### src/rtl/i2srx_pkg.sv
package i2srx_pkg;

    localparam int SMP_W  = 32;
    localparam int HALF_W = 9;
    localparam int BCNT_W = $clog2(SMP_W + 1);

    typedef enum logic [1:0] {
        WID_8   = 2'b00,
        WID_16  = 2'b01,
        WID_RSV = 2'b10,
        WID_32  = 2'b11
    } wid_e;

    typedef struct packed {
        logic             vld;
        logic             chan;
        logic [SMP_W-1:0] data;
    } sample_t;

    function automatic logic [BCNT_W-1:0] width_bits(input logic [1:0] w);
        case (wid_e'(w))
            WID_8:   return BCNT_W'(8);
            WID_32:  return BCNT_W'(32);
            default: return BCNT_W'(16);
        endcase
    endfunction

    function automatic logic [2:0] slots_per_word(input logic [1:0] w);
        case (wid_e'(w))
            WID_8:   return 3'd4;
            WID_32:  return 3'd1;
            default: return 3'd2;
        endcase
    endfunction

endpackage

### src/rtl/i2srx_wsgen.sv
module i2srx_wsgen
    import i2srx_pkg::*;
#(
    parameter int HW = HALF_W
) (
    input  logic          clk,
    input  logic          rst,
    input  logic          clr,
    input  logic          tick,
    input  logic          enable,
    input  logic [HW-1:0] half,
    output logic          ws
);

    logic [HW-1:0] cnt;

    always_ff @(posedge clk) begin
        if (rst || clr || !enable) begin
            cnt <= '0;
            ws  <= 1'b0;
        end else if (tick) begin
            if (cnt >= half) begin
                cnt <= '0;
                ws  <= ~ws;
            end else begin
                cnt <= cnt + 1'b1;
            end
        end
    end


    ws_hold_chk: assert property (@(posedge clk) disable iff (rst)
        (!tick && !clr && enable) |=> $stable(ws));

endmodule

### src/rtl/i2srx_deser.sv
module i2srx_deser
    import i2srx_pkg::*;
(
    input  logic       clk,
    input  logic       rst,
    input  logic       clr,
    input  logic       tick,
    input  logic       ws,
    input  logic       sd,
    input  logic [1:0] wid,
    output sample_t    smp
);

    logic              ws_prev;
    logic              active;
    logic              chan;
    logic [BCNT_W-1:0] cnt;
    logic [SMP_W-1:0]  sh;
    logic [SMP_W-1:0]  sh_next;
    logic [BCNT_W-1:0] cnt_next;
    logic [BCNT_W-1:0] nbits;
    logic              ws_edge;

    always_comb begin
        sh_next  = {sh[SMP_W-2:0], sd};
        cnt_next = cnt + 1'b1;
        nbits    = width_bits(wid);
        ws_edge  = (ws != ws_prev);
    end

    always_ff @(posedge clk) begin
        if (rst || clr) begin
            ws_prev <= 1'b0;
            active  <= 1'b0;
            chan    <= 1'b0;
            cnt     <= '0;
            sh      <= '0;
            smp     <= '0;
        end else begin
            smp.vld <= 1'b0;
            if (tick) begin
                ws_prev <= ws;
                if (active) begin
                    if (cnt_next == nbits) begin
                        smp.vld  <= 1'b1;
                        smp.data <= sh_next;
                        smp.chan <= chan;
                        active   <= 1'b0;
                    end else begin
                        sh  <= sh_next;
                        cnt <= cnt_next;
                    end
                end
                if (ws_edge) begin
                    active <= 1'b1;
                    cnt    <= '0;
                    sh     <= '0;
                    chan   <= ws;
                end
            end
        end
    end


    smp_on_tick_chk: assert property (@(posedge clk) disable iff (rst)
        smp.vld |-> $past(tick));

endmodule

### src/rtl/i2srx_packer.sv
module i2srx_packer
    import i2srx_pkg::*;
(
    input  logic             clk,
    input  logic             rst,
    input  logic             clr,
    input  sample_t          smp,
    input  logic [1:0]       wid,
    input  logic             mono,
    input  logic             stop,
    output logic             word_vld,
    output logic [SMP_W-1:0] word
);

    logic [SMP_W-1:0] acc;
    logic [SMP_W-1:0] acc_next;
    logic [2:0]       slot;
    logic             accept;
    logic             last;

    always_comb begin
        accept = smp.vld && !stop && !(mono && smp.chan);
        last   = ((slot + 3'd1) >= slots_per_word(wid));
        case (wid_e'(wid))
            WID_8:   acc_next = acc | (SMP_W'(smp.data[7:0])  << (slot * 8));
            WID_32:  acc_next = smp.data;
            default: acc_next = acc | (SMP_W'(smp.data[15:0]) << (slot * 16));
        endcase
    end

    always_ff @(posedge clk) begin
        if (rst || clr) begin
            acc      <= '0;
            slot     <= '0;
            word     <= '0;
            word_vld <= 1'b0;
        end else begin
            word_vld <= 1'b0;
            if (accept) begin
                if (last) begin
                    word     <= acc_next;
                    word_vld <= 1'b1;
                    acc      <= '0;
                    slot     <= '0;
                end else begin
                    acc  <= acc_next;
                    slot <= slot + 3'd1;
                end
            end
        end
    end


    push_after_smp_chk: assert property (@(posedge clk) disable iff (rst)
        word_vld |-> $past(smp.vld));

endmodule

### src/rtl/i2srx_fifo.sv
module i2srx_fifo #(
    parameter  int DEPTH = 8,
    parameter  int W     = 32,
    localparam int AW    = (DEPTH > 1) ? $clog2(DEPTH) : 1,
    localparam int LW    = $clog2(DEPTH + 1)
) (
    input  logic          clk,
    input  logic          rst,
    input  logic          clr,
    input  logic          push,
    input  logic [W-1:0]  wdata,
    input  logic          pop,
    output logic [W-1:0]  rdata,
    output logic [LW-1:0] level,
    output logic          full
);

    logic [W-1:0]  mem [DEPTH];
    logic [AW-1:0] wr_ptr;
    logic [AW-1:0] rd_ptr;
    logic          do_push;
    logic          do_pop;

    function automatic logic [AW-1:0] bump(input logic [AW-1:0] p);
        return (p == AW'(DEPTH - 1)) ? '0 : p + 1'b1;
    endfunction

    always_comb begin
        full    = (level == LW'(DEPTH));
        do_push = push && !full;
        do_pop  = pop && (level != '0);
        rdata   = mem[rd_ptr];
    end

    always_ff @(posedge clk) begin
        if (do_push) mem[wr_ptr] <= wdata;
    end

    always_ff @(posedge clk) begin
        if (rst || clr) begin
            wr_ptr <= '0;
            rd_ptr <= '0;
            level  <= '0;
        end else begin
            if (do_push) wr_ptr <= bump(wr_ptr);
            if (do_pop)  rd_ptr <= bump(rd_ptr);
            if (do_push && !do_pop)      level <= level + 1'b1;
            else if (do_pop && !do_push) level <= level - 1'b1;
        end
    end


    no_overflow_chk: assert property (@(posedge clk) disable iff (rst)
        level <= LW'(DEPTH));


    full_keep_chk: assert property (@(posedge clk) disable iff (rst)
        (full && !pop && !clr) |=> full);

endmodule

### src/rtl/i2s_rx_chan.sv
module i2s_rx_chan
    import i2srx_pkg::*;
#(
    parameter  int FIFO_DEPTH = 8,
    localparam int LVL_W      = $clog2(FIFO_DEPTH + 1)
) (
    input  logic              clk,
    input  logic              rst,
    input  logic              bit_tick,
    input  logic              ws_in,
    input  logic              sd_in,
    output logic              ws_out,
    input  logic [1:0]        cfg_width,
    input  logic              cfg_mono,
    input  logic              cfg_stop,
    input  logic              cfg_chan_rst,
    input  logic              cfg_ws_slave,
    input  logic [HALF_W-1:0] cfg_half,
    input  logic [LVL_W-1:0]  irq_level,
    input  logic [LVL_W-1:0]  dma1_level,
    input  logic [LVL_W-1:0]  dma2_level,
    input  logic              rd_en,
    output logic [SMP_W-1:0]  rd_data,
    output logic [LVL_W-1:0]  fifo_level,
    output logic              irq,
    output logic              dma_req1,
    output logic              dma_req2
);

    logic             ws_gen;
    logic             ws_use;
    sample_t          smp;
    logic             word_vld;
    logic [SMP_W-1:0] word;
    logic             q_full;

    function automatic logic at_or_above(input logic [LVL_W-1:0] lvl,
                                         input logic [LVL_W-1:0] thr);
        return (thr != '0) && (lvl >= thr);
    endfunction

    i2srx_wsgen #(.HW(HALF_W)) u_wsgen (
        .clk    (clk),
        .rst    (rst),
        .clr    (cfg_chan_rst),
        .tick   (bit_tick),
        .enable (!cfg_ws_slave),
        .half   (cfg_half),
        .ws     (ws_gen)
    );

    assign ws_use = cfg_ws_slave ? ws_in : ws_gen;
    assign ws_out = ws_gen;

    i2srx_deser u_deser (
        .clk  (clk),
        .rst  (rst),
        .clr  (cfg_chan_rst),
        .tick (bit_tick),
        .ws   (ws_use),
        .sd   (sd_in),
        .wid  (cfg_width),
        .smp  (smp)
    );

    i2srx_packer u_pack (
        .clk      (clk),
        .rst      (rst),
        .clr      (cfg_chan_rst),
        .smp      (smp),
        .wid      (cfg_width),
        .mono     (cfg_mono),
        .stop     (cfg_stop),
        .word_vld (word_vld),
        .word     (word)
    );

    i2srx_fifo #(.DEPTH(FIFO_DEPTH), .W(SMP_W)) u_fifo (
        .clk   (clk),
        .rst   (rst),
        .clr   (cfg_chan_rst),
        .push  (word_vld && !cfg_stop),
        .wdata (word),
        .pop   (rd_en && !cfg_stop),
        .rdata (rd_data),
        .level (fifo_level),
        .full  (q_full)
    );

    always_comb begin
        irq      = at_or_above(fifo_level, irq_level);
        dma_req1 = at_or_above(fifo_level, dma1_level);
        dma_req2 = at_or_above(fifo_level, dma2_level);
    end


    stop_freeze_chk: assert property (@(posedge clk) disable iff (rst)
        (cfg_stop && !cfg_chan_rst) |=> $stable(fifo_level));


    slave_ws_low_chk: assert property (@(posedge clk) disable iff (rst)
        (cfg_ws_slave && $past(cfg_ws_slave)) |-> !ws_out);

endmodule

### config.mk
export PLATFORM = sky130hd
export DESIGN_NAME = i2s_rx_chan
export DESIGN_NICKNAME = d
export VERILOG_FILES = /design/src/rtl/i2srx_pkg.sv /design/src/rtl/i2srx_wsgen.sv /design/src/rtl/i2srx_deser.sv /design/src/rtl/i2srx_packer.sv /design/src/rtl/i2srx_fifo.sv /design/src/rtl/i2s_rx_chan.sv
export SDC_FILE = /design/constraint.sdc
export NUM_CORES = 1
export LEC_CHECK = 0
export BUFFER_PORTS_ARGS = -buffer_cell sky130_fd_sc_hd__buf_2
export CORE_AREA = 2 2 165 167
export DETAILED_ROUTE_END_ITERATION = 12
export DIE_AREA = 0 0 167 169
export GPL_TIMING_DRIVEN = 0
export MAX_ROUTING_LAYER = met4
export PLACE_DENSITY = 0.89
export SLEW_MARGIN = 25
export SYNTH_ARGS = -nofsm -noshare
export SYNTH_HDL_FRONTEND = slang
export SYNTH_SLANG_ARGS = --single-unit
export TNS_END_PERCENT = 20
### constraint.sdc
create_clock -name clk -period 6.3 [get_ports clk]
set_input_delay 0.315 -clock clk [delete_from_list [all_inputs] [get_ports clk]]
set_output_delay 0.315 -clock clk [all_outputs]
set_load 0.005 [all_outputs]
After elaboration in Yosys (flattened, before gate mapping)
Memory sizes are Yosys's and may differ from the RTL's. A register that Yosys moved wholly into a read port is not among the register bits.
Cells that the tools add are included.
{ "classes": {"addsub": 7, "mul": 0, "div": 0, "n_lt_le_gt_ge": 5, "eq_ne": 7, "shifts": 2, "muxes": 26, "n_bitwise": 6, "n_reduce_logical": 33} }
{ "op_table": {"columns": ["op", "n"], "rows": [
  ["$mux W31", 3],
  ["$or A32 B32 Y32", 2],
  ["$pmux W32 S2", 1],
  ["$mux W34", 1],
  ["$mux W32", 1],
  ["$shl A16 B7 Y32", 1],
  ["$shl A8 B6 Y32", 1],
  ["$mux W6", 3],
  ["$reduce_bool A4 Y1", 4],
  ["$mux W3", 5],
  ["$ge A4 B4 Y1", 3],
  ["$logic_and A1 B1 Y1", 12],
  ["$pmux W6 S2", 1],
  ["$add A3 B1 Y3 const B", 3],
  ["$add A9 B1 Y9 const B", 1],
  ["$ge A9 B9 Y1", 1],
  ["$mux W9", 1],
  ["$mux W4", 2],
  ["$mux W1", 7],
  ["$add A6 B1 Y6 const B", 1],
  ["$eq A3 B3 Y1 const B", 2],
  ["$eq A6 B6 Y1", 1],
  ["$pmux W3 S2", 1],
  ["$reduce_and A2 Y1", 3],
  ["15 further kinds", 25]
]} }
{ "word_totals": {"register_bits": 162, "latchBits": 0, "ramBits": 256, "rom_bits": 0, "out_inout_bits": 40, "mem_count": 1} }
{ "memory_table": {"columns": ["memory", "depth", "word_bits", "rd", "rd_ports_with_merged_regs", "wr", "line_no", "source"], "rows": [
  ["u_fifo.mem", 8, 32, 1, 1, 1, "i2srx_fifo.sv:18", "logic [W-1:0] mem [DEPTH];"]
]} }

Longest topological paths before layout
Gate-level depths: netlist of run 1.
{ "logic_depth": {"word_depth": 7, "depth_mapped": 11, "ltp_nobuf": 11} }

By module
From an unflattened synthesis of run 1, not the netlist that was laid out.
{ "hier_totals": {"cells_unflattened": 1240, "area_unflattened_um2": 17530.6} }
{ "by_module_without_submodules": {"columns": ["mod", "instances", "cells_each", "area_each_um2", "seq_area_each_um2"], "rows": [
  ["i2srx_fifo", 1, 445, 10478.8, 7947.6],
  ["i2srx_packer", 1, 331, 3158.0, 1361.3],
  ["i2srx_deser", 1, 331, 2885.3, 1481.4],
  ["i2srx_wsgen", 1, 87, 678.2, 200.2],
  ["i2s_rx_chan", 1, 46, 330.3, 0.0]
]} }

Least setup slack after synthesis of run 1
OpenSTA, ideal clock, no wires.
{ "synth_path": {"kind": "reg-to-reg", "startpoint": "register u_fifo.level[1]", "endpoint": "memory u_fifo.mem[3][0], enable pin", "setup_ps": 468, "arrival_ps": 3583, "t_required_ps": 5832, "path_slack_ps": 2249, "stages_incl_launch_ff": 5, "n_path_buf": 0, "period_less_slack_ps": 4051, "path_cell_list": "dfxtp_1 nor3_1 a21oi_1 nand2_1 nor3b_1"} }
{ "synth_via": {"elab_chain_len": 5} }
{ "synth_rtl": {"columns": ["item", "line_no", "source"], "rows": [
  ["start: declaration", "i2srx_fifo.sv:14", "output logic [LW-1:0] level,"],
  ["start signal: assignment", "i2srx_fifo.sv:47", "if (do_push && !do_pop) level <= level + 1'b1;"],
  ["start signal: assignment", "i2srx_fifo.sv:48", "else if (do_pop && !do_push) level <= level - 1'b1;"],
  ["$eq A4 B4 Y1", "i2srx_fifo.sv:29", "full = (level == LW'(DEPTH));"],
  ["$logic_not A1 Y1", "i2srx_fifo.sv:30", "do_push = push && !full;"],
  ["$logic_and A1 B1 Y1", "i2srx_fifo.sv:30", null],
  ["net u_fifo.do_push", "i2srx_fifo.sv:21", "logic do_push;"],
  ["$mux W1", "i2srx_fifo.sv:36", "if (do_push) mem[wr_ptr] <= wdata;"],
  ["$mux W1 (implied by the code)", "i2srx_fifo.sv:36", null],
  ["end: declaration", "i2srx_fifo.sv:18", null]
]} }
The timed path passes the listed nets, and every way through them passes these cells.

Worst setup path after layout of run 1
{ "layout_path": {"startpoint": "register u_fifo.level[1]", "endpoint": "memory u_fifo.mem[2][30], enable pin"} }
Same word-level chain as after synthesis.

==> results of run 1 <==
[worst min-delay path by stage]
stage                                             start                            end  slack, ps  depth (start not counted)
after CTS                                         sd_in     u_deser.sh[0]$_SDFFE_PP0P_         60                          3
after global routing                              sd_in     u_deser.sh[0]$_SDFFE_PP0P_         90                          3
after detailed placement  u_fifo.rd_ptr[1]$_SDFFE_PP0P_  u_fifo.rd_ptr[1]$_SDFFE_PP0P_        490                          2
after floorplan           u_fifo.rd_ptr[1]$_SDFFE_PP0P_                           flop        450                          2
after global placement      u_deser.active$_SDFFE_PP0P_    u_deser.active$_SDFFE_PP0P_        470                          2
final                                             sd_in     u_deser.sh[0]$_SDFFE_PP0P_         60                          3
[power by group through the flow]
stage / registers (mW) / clock network [mW] / logic (mW)
after floorplan: 2.95 / 0 / 0.0506
after global placement: 2.95 / 0 / 0.0802
after detailed placement: 2.95 / 0 / 0.0833
after CTS: 2.89 / 2.43 / 0.0850
after global routing: 2.89 / 2.54 / 0.0960
final: 2.89 / 2.42 / 0.0872
[worst register-to-register path: cells and delay by family, from the launching register on]
kind                   cells  cell delay, ps
buffers and inverters      4             930
flip-flops                 1             550
AO/OA/AOI/OAI              1             530
AND/OR/NAND/NOR            3            1090
[area by class of cell]
class	instances	area (sq um)	share of cell area [%]
Sequential cell	421	10990	56.53
Multi-Input combinational cell	689	5672	29.17
Clock buffer	59	1227	6.314
Timing Repair Buffer	98	606.8	3.121
Tap cell	341	426.7	2.195
Buffer	68	287.8	1.480
Inverter	31	116.4	0.5985
Clock inverter	15	111.4	0.5728
Antenna cell	1	2.502	0.01287
[Yosys cell counts, drive strengths merged, types with 2 or more instances]
cell type,n
a211oi,4
a21o,11
a21oi,56
a221oi,8
a22oi,65
a31oi,3
and3,4
buf,22
clkbuf,46
dfxtp,165
edfxtp,256
ha,37
inv,30
mux2,32
mux2i,72
mux4,64
nand2,40
nand2b,8
nand3,8
nand3b,4
nand4,5
nand4b,3
nor2,165
nor2b,9
nor3,10
nor3b,6
nor4,5
o211ai,2
o21ai,37
o41ai,3
or2,2
or3,4
or4,4
xnor2,6
xor2,4
[routing by layer]
metal / global-route usage, % / vias to the layer above / wire, um
li1: - / 4843 / -
met1: 36.55 / 5461 / 14820
met2: 48.61 / 650 / 20070
met3: 4.279 / 174 / 3189
met4: 11.81 / 0 / 1821
met5: - / - / 0
[registers in the layout, indices dropped and copies added (netlist names), named ones only]
register,count
u_deser.active,1
u_deser.chan,1
u_deser.cnt,6
u_deser.sh,31
u_deser.smp,34
u_deser.ws_prev,1
u_fifo.level,4
u_fifo.mem,256
u_fifo.rd_ptr,3
u_fifo.wr_ptr,3
u_pack.acc,32
u_pack.slot,3
u_pack.word,32
u_pack.word_vld,1
u_wsgen.cnt,9
u_wsgen.ws,1
[cell usage in the layout (no fill, tap or decap), types with 40 or more instances in the layout]
cell / synthesis / layout
mux4_2: 64 / 64
a22oi_1: 65 / 65
mux2i_1: 72 / 72
edfxtp_1: 256 / 256
a21oi_1: 56 / 56
buf_2: 17 / 89
nand2_1: 40 / 40
clkbuf_16: 0 / 44
clkbuf_1: 46 / 54
nor2_1: 164 / 162
dfxtp_1: 165 / 165
[logic make-up after synthesis]
logic type	synth area share (%)
adders and majority gates	2.839
buffers and inverters	2.376
muxes	14.83
and+or+nand+nor	7.474
AOI/OAI and AO/OA	7.216
DFF	64.62
xor gates and xnor gates	0.6473
==> results by group, run 1 <==
Floorplanning
  – IO Count: 73
  – Core Region: 0.02650 sq mm
  – Die width: 167 um
  – Initial Utilization: 64.18%
  – Std-Cell Rows: 60
  – Vertical die dimension: 169 um
  – Die Area: 0.02822 sq mm

Clock network
  – Clock root buffer master: clkbuf_16
  – Htree depth: 2
  – CTS sink cnt: around 420
  – Clock buffer depth: 3
  – Resize count post-CTS: 0
  – Worst-Skew Late Latency: 540 ps
  – Num CTS Buffers: 41
  – CTS tree: yes
  – # hold bufs at CTS: 0
  – Post-CTS Setup Inserts: 0
  – Clk slew on worst S/H paths: 60 ps

Timing
  – Worst Hold Slack: 56.32 ps
  – Min Tclk post-route: around 3400 ps
  – Worst slew margin: about a third
  – Highest Clock Rate: 295.2 MHz
  – Least-Margin Pin Slew: between 1000 and 1500 ps
  – Fin crit share: 53.77%
  – Final hold violation count: 0
  – RSZ-0062 raised after global routing: no
  – Final clock skew: around 18 ps
  – Final setup violation count: 0
  – TNS Setup: 0 ps
  – Fin worst setup slack: 2912 ps
  – Max Transition Viols Final: 0

Power and ir drop
  – Internal Power: 4.316 mW
  – Pwr dens: 277.8 mW/mm^2
  – Lkg Pwr: 7.629 nW
  – Net Sw Frac: about a fifth
  – Comb power frac: about 1.6%
  – Seq pwr share: 53.5%
  – Total power: 5.400 mW
  – Worst VDD drop: approximately 0.28 mV
  – Clock Power Share: between 40% and 50%
  – P_sw: ~1.1 mW

Detailed routing
  – DR pass1 iterations: 8
  – Via-to-Cell Ratio: 6.459
  – DRT antenna net count: 0
  – Total Routed Length: 39900 um
  – Starting DRC count in detailed routing: 1536
  – Drt drc: 0
  – WL/cell: 23.16 um
  – Via count: approximately 11000

Worst setup path
  – Slowest cell delay on critical path: around 700 ps
  – R2R depth: 8
  – Worst-path fanout max: 9
  – Critical Path Most Common Cell: buf_4
  – Buf/Inv on CP: 4
  – Cell family with the largest share of critical-path delay: simple AND/OR/NAND/NOR gates
  – Reg-to-Reg End: u_fifo.mem[2][30]$_DFFE_PP_
  – WS Path Type: flop to flop
  – Critical Path Source: u_fifo.level[1]$_SDFFE_PP0P_
  – CP max stage cell: nor3b_2
  – Startpoint type of the worst setup path: flop
  – Critical path cell sequence: nor3_1 > a21oi_1 > nand2b_1 > nor3b_2 > buf_4 > buf_4 > buf_4 > buf_6
  – Critical Path RT: between 6000 and 7000 ps
  – Setup crit end kind: flop
  – Worst r2r src: u_fifo.level[1]$_SDFFE_PP0P_
  – Reg2reg setup slack: slightly below 3000 ps
  – Worst EP arrival: 3620 ps
  – Crit. path cell count: 8
  – Crit path to: u_fifo.mem[2][30]$_DFFE_PP_

Synth
  – Area share of the largest cell type after synthesis: between 40% and 50%
  – FFs w/ async S/R, synth: 0%
  – Synthesized flop and latch total: about 420
  – Syn avg cell area: 14.07 sq um
  – Cells after synthesis: 1209
  – Netlist Area Pre-Place: between 0.015 and 0.02 sq mm
  – Register area share after synthesis: between 60% and 70%
  – Ys Warns: 0
  – Synth Flop Type: edfxtp_1
  – Number of synthesized flops with an enable pin: 256
  – Yosys top cell by area: edfxtp_1
  – Synth area leaders: edfxtp_1 (45%), dfxtp_1 (19%), mux4_2 (8.5%)
  – Library cells used by synthesis: 50
  – Post-synthesis net count: 1280

GRT
  – Initial antenna violation count: 1
  – Largest net degree at the start of global routing: 20
  – First-pass GRT wire length: 61930 um
  – GRT Total Usage: 29.22%
  – Vias in the first global route: 11070
  – Total grt overflow: 0

Layout
  – Design area: roughly 0.02 sq mm
  – Synth-to-Final Area Change: 14.30%
  – Layout Utilization: 73.36%
  – Final #Nets: 1421
  – Layout cells sized above 1: around 21%
  – Fill cell count: 1511
  – Non-filler cells, final: about 1700

Placed design
  – Routability cong.: ~0.93
  – Post-Place Setup Slack: 2952 ps
  – Port Buffers: 72
  – DP Wirelength: 25290 um
  – Placed Area: about 0.018 sq mm
  – Placed cell count: 1648

Worst hold path
  – Hold Crit Class: primary input to flop

Run
  – Max cap viols: 0

Status
  – Status: complete, no violations
(Power assumes the default switching activity.)
==> run 2, diff against run 1 <==
ABC_AREA = 1   (was not set)
CORE_AREA = 2 2 182 184   (was 2 2 165 167)
DIE_AREA = 0 0 184 186   (was 0 0 167 169)
PLACE_DENSITY = 0.82   (was 0.89)
clock period = 2.82 ns   (was 6.3 ns; I/O delays follow)
==> run 2 against run 1 <==
Effect of this change: synthesized cell count rose by 52%; non-clock buffer count rose by 28; core utilization fell by 10 points; critical endpoint is now rd_data[29]; largest cell class unchanged.
==> results by group, run 2 <==
Status
  – Status: complete, no violations (unchanged)

Timing
  – Worst slew margin: 48.52% (was 31.67%)
  – Highest Clock Rate: 364.3 MHz
  – Final clock skew: 32.54 ps (was 17.93 ps)
  – Min Tclk post-route: 2745 ps
  – Final hold violation count: 0 (unchanged)
  – Max Transition Viols Final: 0 (unchanged)
  – Least-Margin Pin Slew: 772.2 ps (was 1019 ps)
  – Fin crit share: 97.34%
  – RSZ-0062 raised after global routing: yes (was no)
  – Final setup violation count: 0 (unchanged)

Detailed routing
  – Via count: 14000 (was 11130)
  – WL/cell: 19.24 um (was 23.16 um)
  – M1 WL: 18580 um (was 14820 um)
  – Top sig layer: met4 (unchanged)
  – Via-to-Cell Ratio: 5.806 (was 6.459)
  – Total Routed Length: 46400 um (was 39900 um)
  – Drt drc: 0 (unchanged)
  – Met2 Wirelength: 23220 um (was 20070 um)
  – DR pass1 iterations: 6 (was 8)
  – WL met3: 3329 um (was 3189 um)
  – DRT antenna net count: 0 (unchanged)
  – Starting DRC count in detailed routing: 1244 (was 1536)

Worst setup path
  – Buf/Inv on CP: 4 (unchanged)
  – R2R depth: 7 (was 8)
  – Slowest cell delay on critical path: 410 ps (was 680 ps)
  – Critical Path RT: 2680 ps (was 6540 ps)
  – Worst r2r src: u_fifo.level[1]$_SDFFE_PP0P_ (unchanged)
  – Worst-path fanout max: 10 (was 9)
  – CP max stage cell: dfxtp_1 (was nor3b_2)
  – Cell family with the largest share of critical-path delay: buffers and inverters (was simple AND/OR/NAND/NOR gates)
  – Crit. path cell count: 8 (unchanged)
  – Worst EP arrival: 2600 ps (was 3620 ps)
  – Startpoint type of the worst setup path: flop (unchanged)
  – Critical path cell sequence: buf_2 > buf_2 > buf_2 > nor2_1 > o22ai_1 > nor2_1 > a31oi_1 > buf_2 (was nor3_1 > a21oi_1 > nand2b_1 > nor3b_2 > buf_4 > buf_4 > buf_4 > buf_6)
  – Setup crit end kind: output port (was flop)
  – Critical Path Most Common Cell: buf_2 (was buf_4)
  – WS Path Type: flop to output port (was flop to flop)

Power and ir drop
  – Pwr dens: 600.3 mW/mm^2 (was 277.8 mW/mm^2)
  – Lkg Pwr: 6.828 nW (was 7.629 nW)
  – Total power: 12.25 mW (was 5.400 mW)
  – Worst VDD drop: 0.6854 mV (was 0.2789 mV)

Placed design
  – Placed cell count: 2330 (was 1648)
  – DP Wirelength: 31970 um (was 25290 um)
  – Routability cong.: 0.9590 (was 0.9338)
  – Port Buffers: 72 (unchanged)

Floorplanning
  – Die width: 184 um (was 167 um)
  – Core Region: 0.03221 sq mm (was 0.02650 sq mm)
  – Initial Utilization: 55.43% (was 64.18%)
  – IO Count: 73 (unchanged)
  – Vertical die dimension: 186 um (was 169 um)
  – Die Area: 0.03422 sq mm (was 0.02822 sq mm)
  – Std-Cell Rows: 66 (was 60)

Synth
  – Ys Warns: 0 (unchanged)
  – Cell with the most instances after synthesis: nor2_1 (was edfxtp_1)
  – Number of synthesized flops with an enable pin: 256 (unchanged)
  – Synth area leaders: edfxtp_1 (43%), dfxtp_1 (19%), nor2_1 (8.2%) (was edfxtp_1 (45%), dfxtp_1 (19%), mux4_2 (8.5%))
  – Syn avg cell area: 9.692 sq um (was 14.07 sq um)
  – Post-synthesis net count: 1913 (was 1280)
  – Register area share after synthesis: 61.56% (was 64.62%)
  – Yosys top cell by area: edfxtp_1 (unchanged)
  – Synth cell count leaders: nor2_1 (391), edfxtp_1 (256), nand2_1 (193) (was edfxtp_1 (256), dfxtp_1 (165), nor2_1 (164))
  – Synth Flop Type: edfxtp_1 (unchanged)
  – Netlist Area Pre-Place: 0.01785 sq mm (was 0.01701 sq mm)
  – Synthesized flop and latch total: 421 (unchanged)
  – Area share of the largest cell type after synthesis: 43.06% (was 45.20%)
  – Library cells used by synthesis: 46 (was 50)
  – Cells after synthesis: 1842 (was 1209)
  – FFs w/ async S/R, synth: 0% (unchanged)

Clock network
  – Num CTS Buffers: 42 (was 41)
  – Htree depth: 2 (unchanged)
  – Clk slew on worst S/H paths: 60 ps (about the same)
  – Post-CTS Setup Inserts: 0 (unchanged)
  – Worst-Skew Late Latency: 550 ps (was 540 ps)
  – Clock buffer depth: 3 (unchanged)
  – Clock root buffer master: clkbuf_16 (unchanged)
  – CTS tree: yes (unchanged)
  – CTS sink cnt: 421 (unchanged)

Layout
  – Non-filler cells, final: 2412 (was 1723)
  – Top flop regs: u_fifo.mem x256, u_deser.smp x34 (unchanged)
  – Most common cell after layout, fill and taps aside: nor2_1 (was edfxtp_1)
  – Layout cells sized above 1: 10.83% (was 21.43%)
  – Final #Nets: 2040 (was 1421)
  – Max FFs per register: 256 (unchanged)
  – Synth-to-Final Area Change: 14.27% (was 14.30%)
  – Most frequent cells in the layout: nor2_1 (383), edfxtp_1 (256), nand2_1 (193) (was edfxtp_1 (256), dfxtp_1 (165), nor2_1 (162))
  – Largest register by flop count: u_fifo.mem (unchanged)

Worst hold path
  – Hold Crit Depth: 5 (was 3)
  – HP Start: ws_in (was sd_in)
  – Hold Crit Class: primary input to flop (unchanged)

Run
  – Max cap viols: 0 (unchanged)

GRT
  – Vias in the first global route: 13690 (was 11070)
  – Initial antenna violation count: 1 (unchanged)
  – Total grt overflow: 0 (unchanged)
  – First-pass GRT wire length: 71510 um (was 61930 um)
  – GRT Total Usage: 27.64% (was 29.22%)
  – Largest net degree at the start of global routing: 23 (was 20)
run 2: cell count changes in the layout (fill, tap and decap cells not counted), sizes merged, moves of 40 or more:
cell and change:
a21oi +60, o21ai +154, nor2 +230, nand3 +56, nand2 +157, a31oi +41, a22oi -40, inv +78
mux2i -72, mux4 -64
run 2: final timing paths:
path / to / slack (ps)
max: rd_data[29] / 80
min: u_deser.ws_prev$_SDFFE_PP0P_ / 40
min reg2reg: u_deser.smp[29]$_SDFFE_PP0P_ / 460
max reg2reg: u_fifo.mem[4][29]$_DFFE_PP_ / 360
run 2: power by group:
part           switching, mW  internal (mW)
sequential           0.00353           6.45
combinational          0.200         0.0887
clock                   2.34           3.16
total                   2.54           9.70
run 2: cells by family (layout without fill, tap and decap cells):
group | Yosys count | count (layout) | share of synthesized area, %
DFF | 421 | 421 | 61.56
other | 0 | 1 | 0
and+or+nand+nor | 716 | 716 | 16.71
adders and majority gates | 38 | 38 | 2.705
AOI/OAI and AO/OA | 433 | 433 | 13.44
buffers and inverters | 226 | 387 | 5.144
xor gates and xnor gates | 8 | 8 | 0.4346
run 2: worst min-delay path: cells and delay by family:
kind | cells | cell delay [ps]
and+or+nand+nor | 2 | 150
AOI/OAI and AO/OA | 2 | 150
buffers and inverters | 1 | 100
run 2: per-layer routing:
metal | vias to the layer above | GRT usage, %
met5 | - | -
met4 | 0 | 9.984
met3 | 108 | 3.267
met2 | 612 | 47.86
met1 | 6620 | 33.60
li1 | 6663 | -
run 2: layout make-up:
class	instances	area, sq um
fillers	2519	11810
flip-flops and latches	421	10990
multi-input cells	1195	6003
clock buffers	63	1240
repair buffers	83	583.1
well taps	408	510.5
plain buffers	111	494.2
inverters	115	432.9
clock inverters	15	142.6
diodes	1	2.502
run 2: stage by stage:
step / setup slack [ps] / hold WS, ps / util (%) / TNS, ps / cell area (sq um)
after CTS: 80.52 / 18.42 / 63.33 / 0 / 20390
after global placement: -1177 / 429.4 / 58.14 / -277470 / 18720
final: 75.08 / 40.31 / 63.34 / 0 / 20400
after detailed placement: 409.8 / 440.1 / 58.92 / 0 / 18980
after global routing: -45.70 / 72.84 / 63.34 / -125.4 / 20400
after floorplan: 100.9 / 285.6 / - / 0 / 17850
run 2: repair_timing:
item | in CTS | in global routing
hold buffers | 3 | 0
endpoints found under the setup margin | 6 | 5
hold endpoints to repair | 7 | 0
resized for setup | 5 | 6
pin swaps | 0 | 0
cloned | 0 | 0
==> run 3, diff against run 2 <==
--- a/config.mk
+++ b/config.mk
@@ -9,4 +9,5 @@
 export BUFFER_PORTS_ARGS = -buffer_cell sky130_fd_sc_hd__buf_2
 export CORE_AREA = 2 2 182 184
+export CTS_CLUSTER_DIAMETER = 120
 export DETAILED_ROUTE_END_ITERATION = 12
 export DIE_AREA = 0 0 184 186
==> constraint.sdc (replaced) <==
create_clock -name clk -period 2.82 [get_ports clk]
set_input_delay 0.141 -clock clk [delete_from_list [all_inputs] [get_ports clk]]
set_output_delay 0.141 -clock clk [all_outputs]
set_load 0.05 [all_outputs]
==> run 3 against run 2 <==
Effect of this change: the run now ends with negative setup slack left; non-clock buffer count unchanged; count of clock-buffer cells in the layout did not move; critical path depth rose by 1; maximum frequency is 3.2% lower; clock power about the same; clock skew about the same; global-route usage stayed put; die area unchanged; via count rose by 0.53%; routed wire length up 0.35%; critical endpoint unchanged.
==> results by group, run 3 (synthesized netlist as in run 2, its figures left out) <==
Timing
  – Highest Clock Rate: 352.8 MHz (was 364.3 MHz)
  – Worst slew margin: 49.53% (was 48.52%)
  – Max Transition Viols Final: 0 (unchanged)
  – RSZ-0062 raised after global routing: yes (unchanged)
  – Final clock skew: 32.99 ps (was 32.54 ps)
  – Min Tclk post-route: 2834 ps (was 2745 ps)
  – Worst Hold Slack: 37.36 ps (was 40.31 ps)
  – Fin crit share: 100.5% (was 97.34%)
  – Final hold violation count: 0 (unchanged)
  – TNS Setup: -14.49 ps (was 0 ps)
  – Final setup violation count: 1 (was 0)
  – Least-Margin Pin Slew: 757.1 ps (was 772.2 ps)
  – Fin worst setup slack: -14.49 ps (was 75.08 ps)

Detailed routing
  – DR pass1 iterations: 6 (unchanged)
  – WL/cell: 19.31 um (was 19.24 um)
  – Starting DRC count in detailed routing: 1240 (was 1244)
  – Drt drc: 0 (unchanged)
  – Total Routed Length: 46560 um (was 46400 um)
  – DRT antenna net count: 0 (unchanged)
  – Via count: 14080 (was 14000)
  – Via-to-Cell Ratio: 5.839 (was 5.806)

Power and ir drop
  – Pwr dens: 600.0 mW/mm^2 (was 600.3 mW/mm^2)
  – Worst VDD drop: 0.6963 mV (was 0.6854 mV)
  – Lkg Pwr: 6.855 nW (was 6.828 nW)

Clock network
  – Worst-Skew Late Latency: 550 ps (about the same)
  – CTS sink cnt: 421 (unchanged)
  – Clk slew on worst S/H paths: 60 ps (about the same)
  – Clock buffer depth: 3 (unchanged)
  – Num CTS Buffers: 42 (unchanged)
  – CTS tree: yes (unchanged)
  – Clock root buffer master: clkbuf_16 (unchanged)
  – Htree depth: 2 (unchanged)

Placed design
  – DP Wirelength: 31970 um (unchanged)
  – Routability cong.: 0.9590 (unchanged)
  – Placed Area: 0.01898 sq mm (unchanged)
  – Port Buffers: 72 (unchanged)

Floorplanning
  – Vertical die dimension: 186 um (unchanged)
  – Core Region: 0.03221 sq mm (unchanged)
  – Die Area: 0.03422 sq mm (unchanged)
  – Die width: 184 um (unchanged)
  – Initial Utilization: 55.43% (unchanged)
  – IO Count: 73 (unchanged)
  – Std-Cell Rows: 66 (unchanged)

Layout
  – Final #Nets: 2040 (unchanged)
  – Synth-to-Final Area Change: 14.44% (was 14.27%)
  – Layout cells sized above 1: 11.18% (was 10.83%)
  – Largest register by flop count: u_fifo.mem (unchanged)
  – Fill cell count: 2509 (was 2519)
  – Most common cell after layout, fill and taps aside: nor2_1 (unchanged)
  – Reg area: 0.01099 sq mm (unchanged)
  – Design area: 0.02043 sq mm (was 0.02040 sq mm)
  – Most frequent cells in the layout: nor2_1 (383), edfxtp_1 (256), nand2_1 (193) (unchanged)
  – Top flop regs: u_fifo.mem x256, u_deser.smp x34 (unchanged)
  – Multi-input logic area: 0.006010 sq mm (was 0.006003 sq mm)
  – Max FFs per register: 256 (unchanged)
  – Number of diodes: 0 (was 1)
  – Layout Utilization: 63.44% (was 63.34%)

Worst setup path
  – Setup crit end kind: output port (unchanged)
  – Worst EP arrival: 2690 ps (was 2600 ps)
  – Critical Path RT: 2680 ps (about the same)
  – WS Path Type: flop to output port (unchanged)
  – Startpoint type of the worst setup path: flop (unchanged)
  – Critical path cell sequence: inv_1 > buf_2 > clkbuf_4 > buf_2 > nor2_1 > o22ai_1 > nor2_1 > a31oi_2 > buf_4 (was buf_2 > buf_2 > buf_2 > nor2_1 > o22ai_1 > nor2_1 > a31oi_1 > buf_2)
  – CP max stage cell: dfxtp_1 (unchanged)
  – Worst-path fanout max: 10 (unchanged)
  – Slowest cell delay on critical path: 360 ps (was 410 ps)

Run
  – Max cap viols: 0 (unchanged)

GRT
  – GRT Total Usage: 27.64% (unchanged)
  – Largest net degree at the start of global routing: 23 (unchanged)
  – Total grt overflow: 0 (unchanged)
  – Vias in the first global route: 13680 (was 13690)
  – Initial antenna violation count: 0 (was 1)
  – First-pass GRT wire length: 71510 um (unchanged)

Status
  – Status: complete, but fails checks (was complete, no violations)
  – Failing checks: negative setup slack

Worst hold path
  – Hold Crit Class: primary input to flop (unchanged)
-- run 3: cell types whose count changed in the layout (fill, tap and decap cells not counted) --
cell | previous run | this run
a31oi_2 | 0 | 1
clkbuf_4 | 0 | 6
a31oi_1 | 44 | 43
buf_4 | 4 | 6
buf_1 | 8 | 7
buf_2 | 98 | 93
diode_2 | 1 | 0
clkbuf_2 | 6 | 9
clkbuf_1 | 74 | 69
-- run 3: worst paths after layout --
kind	start	end	slack (ps)	cells past startpoint
worst max-delay path	flop	rd_data[29]	-10	9
worst min-delay path	ws_in	u_deser.ws_prev$_SDFFE_PP0P_	40	5
worst max register to register	u_fifo.level[1]$_SDFFE_PP0P_	u_fifo.mem[4][29]$_DFFE_PP_	350	7
worst min register to register	u_deser.smp[29]$_SDFFE_PP0P_	u_deser.smp[29]$_SDFFE_PP0P_	460	2
-- run 3: repair_timing --
action | 4_1_cts | 5_1_grt
resized for setup | 11 | 19
endpoints found under the hold margin | 7 | 0
hold buffers | 3 | 0
setup endpoints to repair | 31 | 26
setup buffers | 0 | 0
pin swaps | 0 | 0
-- run 3: critical path, delay by kind of cell (launching register included) --
kind | cells | cell delay (ps)
AOI/OAI and AO/OA | 2 | 500
buffers and inverters | 5 | 1080
DFF | 1 | 360
and+or+nand+nor | 2 | 190
-- run 3: stage by stage --
step                cells  setup slack [ps]  power, mW
floorplan            1842            -246.7      6.778
global placement     2322             -1177      6.871
detailed placement   2330             293.5      6.878
CTS                  2411            -14.35      12.28
global route         2411            -74.37      12.59
finish               2411            -14.49      12.26
-- run 3: layout make-up --
class	instances	share of cell area (%)
buffer	111	2.517
clock buffer	63	6.069
clock inverter	15	0.6981
inverter	115	2.119
multi-input combinational	1195	29.41
sequential	421	53.79
tap	408	2.499
timing repair buffer	83	2.891
-- run 3: power breakdown --
group,switching (mW),total [mW],internal [mW],leakage (nW)
combinational,0.208,0.297,0.0888,3.08
sequential,0.00351,6.46,6.45,3.09
clock,2.35,5.50,3.16,0.686
total,2.56,12.3,9.70,6.85
-- run 3: routing by layer --
metal | wire length (um) | up-vias | global-route usage [%] | share of wire [%]
li1 | - | 6664 | - | -
met3 | 3257 | 112 | 3.150 | 7.0
met5 | 0 | - | - | 0
met4 | 1326 | 0 | 9.920 | 2.8
met2 | 23340 | 610 | 47.88 | 50
met1 | 18640 | 6691 | 33.69 | 40
